File: src/rtl/tmr_pkg.sv
package tmr_pkg;
  localparam int OFF_CTRL   = 'h00;
  localparam int OFF_RELOAD = 'h08;
  localparam int OFF_COUNT  = 'h0C;
  localparam int BIT_START  = 0;
  localparam int BIT_SRST   = 1;
endpackage

File: src/rtl/tmr_regfile.sv
module tmr_regfile
  import tmr_pkg::*;
#(
  parameter int ADDR_W = 8,
  parameter int DATA_W = 32,
  parameter int CNT_W  = 16
) (
  input  logic              clk,
  input  logic              rst_n,
  input  logic              wr_en,
  input  logic [ADDR_W-1:0] addr,
  input  logic [DATA_W-1:0] wdata,
  input  logic [CNT_W-1:0]  count,
  output logic [DATA_W-1:0] rdata,
  output logic [CNT_W-1:0]  reload,
  output logic              srst,
  output logic              start,
  output logic              load
);
  localparam logic [ADDR_W-1:0] A_CTRL   = ADDR_W'(OFF_CTRL);
  localparam logic [ADDR_W-1:0] A_RELOAD = ADDR_W'(OFF_RELOAD);
  localparam logic [ADDR_W-1:0] A_COUNT  = ADDR_W'(OFF_COUNT);

  logic [DATA_W-1:0] ctrl_q;
  logic [CNT_W-1:0]  reload_q;
  logic              ctrl_wr;

  assign ctrl_wr = wr_en && (addr == A_CTRL);
  assign srst    = ctrl_wr && wdata[BIT_SRST];
  assign start   = ctrl_wr && !wdata[BIT_SRST] && wdata[BIT_START];
  assign load    = wr_en && (addr == A_RELOAD);
  assign reload  = reload_q;

  always_ff @(posedge clk or negedge rst_n) begin
    if (!rst_n) begin
      ctrl_q   <= '0;
      reload_q <= '0;
    end else if (srst) begin
      ctrl_q   <= '0;
      reload_q <= '0;
    end else begin
      if (ctrl_wr) ctrl_q <= wdata;
      if (load)    reload_q <= wdata[CNT_W-1:0];
    end
  end

  always_comb begin
    unique case (addr)
      A_CTRL:   rdata = ctrl_q;
      A_RELOAD: rdata = DATA_W'(reload_q);
      A_COUNT:  rdata = DATA_W'(count);
      default:  rdata = '0;
    endcase
  end


  srst_clear_chk: assert property (@(posedge clk) disable iff (!rst_n)
    srst |=> (ctrl_q == '0 && reload_q == '0));


  ctrl_store_chk: assert property (@(posedge clk) disable iff (!rst_n)
    (ctrl_wr && !srst) |=> (ctrl_q == $past(wdata)));
endmodule

File: src/rtl/tmr_counter.sv
module tmr_counter #(
  parameter int CNT_W = 16
) (
  input  logic             clk,
  input  logic             rst_n,
  input  logic             tick_en,
  input  logic             srst,
  input  logic             start,
  input  logic             load,
  input  logic [CNT_W-1:0] load_val,
  input  logic [CNT_W-1:0] reload,
  output logic [CNT_W-1:0] count,
  output logic             wrap
);
  logic             run_q;
  logic [CNT_W-1:0] cnt_q;
  logic             wrap_q;
  logic             step;

  assign step  = run_q && tick_en && !srst && !load;
  assign count = cnt_q;
  assign wrap  = wrap_q;

  always_ff @(posedge clk or negedge rst_n) begin
    if (!rst_n) begin
      run_q  <= 1'b0;
      cnt_q  <= '0;
      wrap_q <= 1'b0;
    end else begin
      wrap_q <= 1'b0;
      if (srst) begin
        run_q <= 1'b0;
        cnt_q <= '0;
      end else begin
        if (start) run_q <= 1'b1;
        if (load) begin
          cnt_q <= load_val;
        end else if (step) begin
          if (cnt_q == '0) begin
            cnt_q  <= reload;
            wrap_q <= 1'b1;
          end else begin
            cnt_q <= cnt_q - 1'b1;
          end
        end
      end
    end
  end


  wrap_from_zero_chk: assert property (@(posedge clk) disable iff (!rst_n)
    wrap_q |-> ($past(cnt_q) == '0));


  idle_hold_chk: assert property (@(posedge clk) disable iff (!rst_n)
    (!tick_en && !srst && !load) |=> $stable(cnt_q));


  step_down_chk: assert property (@(posedge clk) disable iff (!rst_n)
    (run_q && tick_en && cnt_q != '0 && !srst && !load) |=> (cnt_q == $past(cnt_q) - 1'b1));


  load_now_chk: assert property (@(posedge clk) disable iff (!rst_n)
    (load && !srst) |=> (cnt_q == $past(load_val)));


  zero_reload_chk: assert property (@(posedge clk) disable iff (!rst_n)
    (step && cnt_q == '0 && reload == '0) |=> (cnt_q == '0 && wrap_q));


  keep_running_chk: assert property (@(posedge clk) disable iff (!rst_n)
    (run_q && !srst) |=> run_q);
endmodule

File: src/rtl/tmr_reload_timer.sv
module tmr_reload_timer #(
  parameter int ADDR_W = 8,
  parameter int DATA_W = 32,
  parameter int CNT_W  = 16
) (
  input  logic              clk,
  input  logic              rst_n,
  input  logic              tick_en,
  input  logic              wr_en,
  input  logic [ADDR_W-1:0] addr,
  input  logic [DATA_W-1:0] wdata,
  output logic [DATA_W-1:0] rdata,
  output logic              wrap
);
  logic [CNT_W-1:0] count;
  logic [CNT_W-1:0] reload;
  logic             srst;
  logic             start;
  logic             load;

  tmr_regfile #(.ADDR_W(ADDR_W), .DATA_W(DATA_W), .CNT_W(CNT_W)) u_regs (
    .clk    (clk),
    .rst_n  (rst_n),
    .wr_en  (wr_en),
    .addr   (addr),
    .wdata  (wdata),
    .count  (count),
    .rdata  (rdata),
    .reload (reload),
    .srst   (srst),
    .start  (start),
    .load   (load)
  );

  tmr_counter #(.CNT_W(CNT_W)) u_cnt (
    .clk      (clk),
    .rst_n    (rst_n),
    .tick_en  (tick_en),
    .srst     (srst),
    .start    (start),
    .load     (load),
    .load_val (wdata[CNT_W-1:0]),
    .reload   (reload),
    .count    (count),
    .wrap     (wrap)
  );
endmodule

File: config.mk
export PLATFORM = sky130hd
export DESIGN_NAME = tmr_reload_timer
export DESIGN_NICKNAME = d
export VERILOG_FILES = /design/src/rtl/tmr_pkg.sv /design/src/rtl/tmr_regfile.sv /design/src/rtl/tmr_counter.sv /design/src/rtl/tmr_reload_timer.sv
export SDC_FILE = /design/constraint.sdc
export NUM_CORES = 1
export LEC_CHECK = 0
export BUFFER_PORTS_ARGS = -buffer_cell sky130_fd_sc_hd__buf_2
export CORE_AREA = 5 5 121 123
export CTS_BUF_LIST = sky130_fd_sc_hd__clkbuf_16
export DETAILED_ROUTE_END_ITERATION = 8
export DIE_AREA = 0 0 126 128
export SLEW_MARGIN = 20
export SYNTH_ARGS = -nofsm -noshare
export SYNTH_HDL_FRONTEND = slang
export SYNTH_SLANG_ARGS = --single-unit
File: constraint.sdc
create_clock -name clk -period 4.6 [get_ports clk]
set_clock_uncertainty 0.15 [all_clocks]
set_input_delay 0.23 -clock clk [delete_from_list [all_inputs] [get_ports clk]]
set_output_delay 0.23 -clock clk [all_outputs]
set_load 0.02 [all_outputs]
---- Yosys cells after proc, flatten, opt, wreduce, memory -nomap -nowiden ----
Index checks and enable logic that the tools add are counted.
word-level totals
  input bits .............................. 44
  register bits ........................... 66
  word-level logic and storage cells ...... 40
cells by class
  reduce and logical (&&, ||, !) cells .... 17
  eq/ne operators ......................... 2
  add/sub/neg operators ................... 1
  mux-type cells .......................... 15
operator list
  kind                                                  count
  two-way mux 16 bit                                    6
  one-hot mux 32 bit (3 select lines)                   1
  two-way mux 32 bit                                    2
  equality test 8 x 4 -> 1 bit (second input constant)  2
  zero test 16 bit                                      1
  subtractor 16 x 1 -> 16 bit (second input constant)   1
  logical AND 1 bit                                     8
  zero test 8 bit                                       1
  two-way mux 1 bit                                     6
  nonzero test 2 bit                                    3
  zero test 1 bit                                       3
  nonzero test 3 bit                                    1

---- Depth between registers and ports, before layout ----
  depth after elaboration ................. 9
  depth in mapped cells ................... 9

---- Hierarchy ----
From an unflattened synthesis, not the netlist that was laid out.
unflattened totals
  cell total of the unflattened synthesis .. 457
  area total of the unflattened synthesis .. 4424.2 µm²
by module, submodules not included
  module       area each (µm²)  sequential area each (µm²)  cells an instance  times used
  tmr_regfile  2924.1           1201.2                      279                1
  tmr_counter  1500.2           450.4                       178                1

---- Worst setup path before layout ----
Ideal clock, no wire load.
  path kind ............................... reg-to-reg
  start point ............................. register u_cnt.cnt_q[0] (netlist: u_cnt.count[0])
  end point ............................... register u_cnt.cnt_q[10] (netlist: u_cnt.count[10])
  path buffers ............................ 0
  stages on the path, launching flop included .. 8
  required time ........................... 4321 ps
  arrival time ............................ 1983 ps
  setup slack ............................. 2338 ps
  cell sequence ........................... dfrtp_1 inv_1 ha_1 or3b_2 or4_4 and3_4 o221ai_2 o31ai_1
on the way
  longest elaborated chain between the ends .. 5
  elaborated cells between the ends (all ways) .. 6
  those cells by class .................... 1 x add/sub; 4 x mux; 1 x reduce/logical
ends and longest elaborated chain
  item                                                             line                                  source
  start, declared                                                  tmr_counter.sv:16                     logic [CNT_W-1:0] cnt_q;
  start signal, assigned                                           tmr_counter.sv:37                     cnt_q <= load_val;
  start signal, assigned                                           tmr_counter.sv:40                     cnt_q <= reload;
  start signal, assigned                                           tmr_counter.sv:43                     cnt_q <= cnt_q - 1'b1;
  subtractor 16 x 1 -> 16 bit or zero test 16 bit (tied branches)  tmr_counter.sv:43, tmr_counter.sv:39
  two-way mux 16 bit (*)                                           tmr_counter.sv:39                     if (cnt_q == '0) begin
  two-way mux 16 bit (*)                                           tmr_counter.sv:38                     end else if (step) begin
  two-way mux 16 bit (*)                                           tmr_counter.sv:36                     if (load) begin
  two-way mux 16 bit (*)                                           tmr_counter.sv:31                     if (srst) begin
Mark *: on every way between the ends. The rest lies on a longest branch, timed or not. The select of a mux whose other input is x is not followed.
A chain may end at the register's enable or synchronous reset.

---- Worst setup path after layout ----
  start point ............................. input addr[1]
  end point ............................... output rdata[31]
on the way
  longest elaborated chain between the ends .. 2
  elaborated cells between the ends (all ways) .. 4
  those cells by class .................... 2 x eq/ne; 1 x mux; 1 x reduce/logical
ends and longest elaborated chain
  item                                                             line                    source
  start, declared                                                  tmr_reload_timer.sv:10  input logic [ADDR_W-1:0] addr,
  equality test 8 x 4 -> 1 bit or zero test 8 bit (tied branches)  tmr_regfile.sv:48       unique case (addr)
  one-hot mux 32 bit (3 select lines) (*)                          tmr_regfile.sv:48
  end, declared                                                    tmr_reload_timer.sv:12  output logic [DATA_W-1:0] rdata,
Mark *: on every way between the ends. The rest lies on a longest branch, timed or not.

==> results.cfg <==
[power]
power.leakage_nw = 2.16
power_mw = 1.56
power_density_nw_per_um2 = 325
peakVddDrop_uv = 161

[sta]
min_period_over_period = 0.614
tns_ns = 0
rsz0062_at_grt = false
fmax_mhz = 354
slew_viol_final = 0
hold_slack_ns = 0.0122
slew_headroom = 0.393
worst_slew_pin_slew_ns = 0.902
hold_violations = 0
setup_violations = 0
min_period_ns = 2.82

[floorplanning]
fp.dieW_um = 126
core.rowCount = 43
die_height_um = 128
io_pins = 77
coreArea_um2 = 13600
start_util = 0.290
die_area_um2 = 16100

[hold_path]
hold_path.class = input port to flip-flop
hp-start = wdata[20]

[critical_path]
cp-start-kind = input port
crit_fanout = 17
crit_path_end_kind = output pin
cp_data_required_time_ns = 4.22
worst-endpoint-arrival_ns = 2.44
critPathKind = input port to output pin
r2r-start = u_cnt.count[6]
worstSetupStartpoint = addr[1]

[logic_synthesis]
synth_ff_type = dfrtp_1
syn_area_um2 = 3930
syn_nets = 501
syn_inst = 455
syn_avg_cell_area_um2 = 8.64
synthArstFlopShare = 1.00
synth_cell_types = 58
synth_edf_count = 0
synth-seq-area-share = 0.420
yosys_warnings = 0
ys_ff_latch = 66

[layout]
layout-drive-gt1-share = 0.214
mostFrequentLayoutCell = buf_2
final_util = 0.353
fill_cells = 1403
final_area_um2 = 4790
fin_nets = 570
area_growth_pct = 21.9
mostFrequentLayoutCells = buf_2 (76), nand2_1 (67), dfrtp_1 (66)
n_antenna_cell = 0

[cts]
cts.sinks = 66
numCtsBuffers = 9
clock-root-buffer = clkbuf_16
htree_num_levels = 3
cts_tree = yes
clk_path_buf_depth = 2
worstSkewPairLatency_ns = 0.33
cts_setup_buffers = 0
clk_pin_slew_ns = 0.05

[global_routing]
grt_max_degree = 67
track_usage = 0.143
grt_first_pass_wirelength_mm = 18.6
antenna_found_initial = 0
grt_overflow = 0
grt_pass1_vias = 3602

[place]
post-dp-hpwl_mm = 7.61
gp_congestion = 0.899
placed_area_um2 = 4430
numPortBuffers = 76

[drt]
avgViaCountPerCell = 5.00
drt_iter0_drc = 251
drc_errors = 0
vias = 3537
wl_per_cell_um = 15.8
ant_nets = 0
routed_wl_mm = 11.2
first_pass_iters = 4

[flow_run]
maxCapViolations = 0

[run_status]
outcome = complete, no violations
state kept, by name, summed over array words and instances (netlist names):
signal         count
u_cnt.run_q        1
u_regs.reload     16
u_regs.ctrl_q     32
u_cnt.count       16
u_cnt.wrap         1
cells in the mapped netlist (all sizes together) (2+ instances only):
master | instances | area (µm²)
a31oi | 2 | 12.5
nand3b | 2 | 15.0
and2 | 20 | 125
nand2 | 67 | 251
nand3 | 9 | 45.0
nor2 | 42 | 158
o21ai | 34 | 170
a2bb2oi | 3 | 26.3
or2 | 3 | 18.8
buf | 10 | 68.8
a22o | 2 | 17.5
a21oi | 48 | 240
nor4 | 8 | 62.6
o221ai | 6 | 58.8
o21a | 3 | 22.5
a221oi | 2 | 17.5
ha | 2 | 25.0
or3 | 3 | 18.8
mux2i | 17 | 170
o22ai | 2 | 12.5
inv | 7 | 26.3
mux2 | 2 | 22.5
o22a | 2 | 17.5
dfrtp | 66 | 1650
or4 | 6 | 60.1
nor3 | 7 | 56.3
nor4b | 2 | 30.0
clkbuf | 22 | 82.6
nand2b | 33 | 206
o211ai | 6 | 63.8
stage by stage:
stage                     cells  setup WS, ns
after floorplan             455          2.34
after global placement      684          1.78
after detailed placement    684          1.75
after CTS                   708          1.74
after global routing        708          1.63
final                       708          1.78
final cells by class:
class,instances,area (µm²),area share
tap,180,225,0.0470
clock inverter,6,50.0,0.0104
clock buffer,9,225,0.0470
multi-input combinational,350,2110,0.439
sequential,66,1650,0.345
timing repair buffer,90,508,0.106
inverter,7,26.3,0.00548
critical path, cell delays in order:
cell	delay (ns)
buf_2	0.11
or4_4	0.55
or3_1	0.64
nor3_4	0.53
and2_1	0.21
buf_2	0.16
power by group:
group | switching (mW) | total [mW] | internal (mW)
Clock | 0.236 | 0.643 | 0.407
Sequential | 0.0470 | 0.664 | 0.617
Combinational | 0.139 | 0.248 | 0.108
Total | 0.423 | 1.56 | 1.13
kinds of logic (layout without fill, tap and decap cells):
family / Yosys count / after routing / share of synthesized area
xor gates and xnor gates: 2 / 2 / 0.00446
muxes: 19 / 19 / 0.0490
adders and majority gates: 2 / 2 / 0.00637
buffers and inverters: 39 / 112 / 0.0452
and+or+nand+nor: 208 / 208 / 0.285
DFF: 66 / 66 / 0.420
AOI/OAI and AO/OA: 119 / 119 / 0.190
metal layers:
| layer | up-vias | track usage | part of all wire | routed length [µm] |
|---|---|---|---|---|
| met5 | - | 0 | 0 | 0 |
| li1 | 1731 | - | - | - |
| met4 | 0 | 0.0669 | 0.028 | 314 |
| met2 | 85 | 0.236 | 0.50 | 5580 |
| met1 | 1700 | 0.181 | 0.44 | 4910 |
| met3 | 21 | 0.0279 | 0.034 | 384 |
path summary, 6_finish.rpt:
kind,endpoint,depth (start not counted),slack [ns]
max,rdata[31],6,1.78
min,u_regs.ctrl_q[20],3,0.01
max reg2reg,u_cnt.count[1],5,1.93
min reg2reg,u_regs.ctrl_q[30],2,0.32
max in group asynchronous,u_regs.ctrl_q[10],3,3.26
min in group asynchronous,u_regs.ctrl_q[30],3,0.49
timing repair:
| item | in CTS | in global routing |
|---|---|---|
| hold buffers | 9 | 0 |
| hold endpoints to repair | 38 | 0 |
| gates resized for setup | 0 | 0 |
Note: power is estimated with default switching activity, not from simulation.
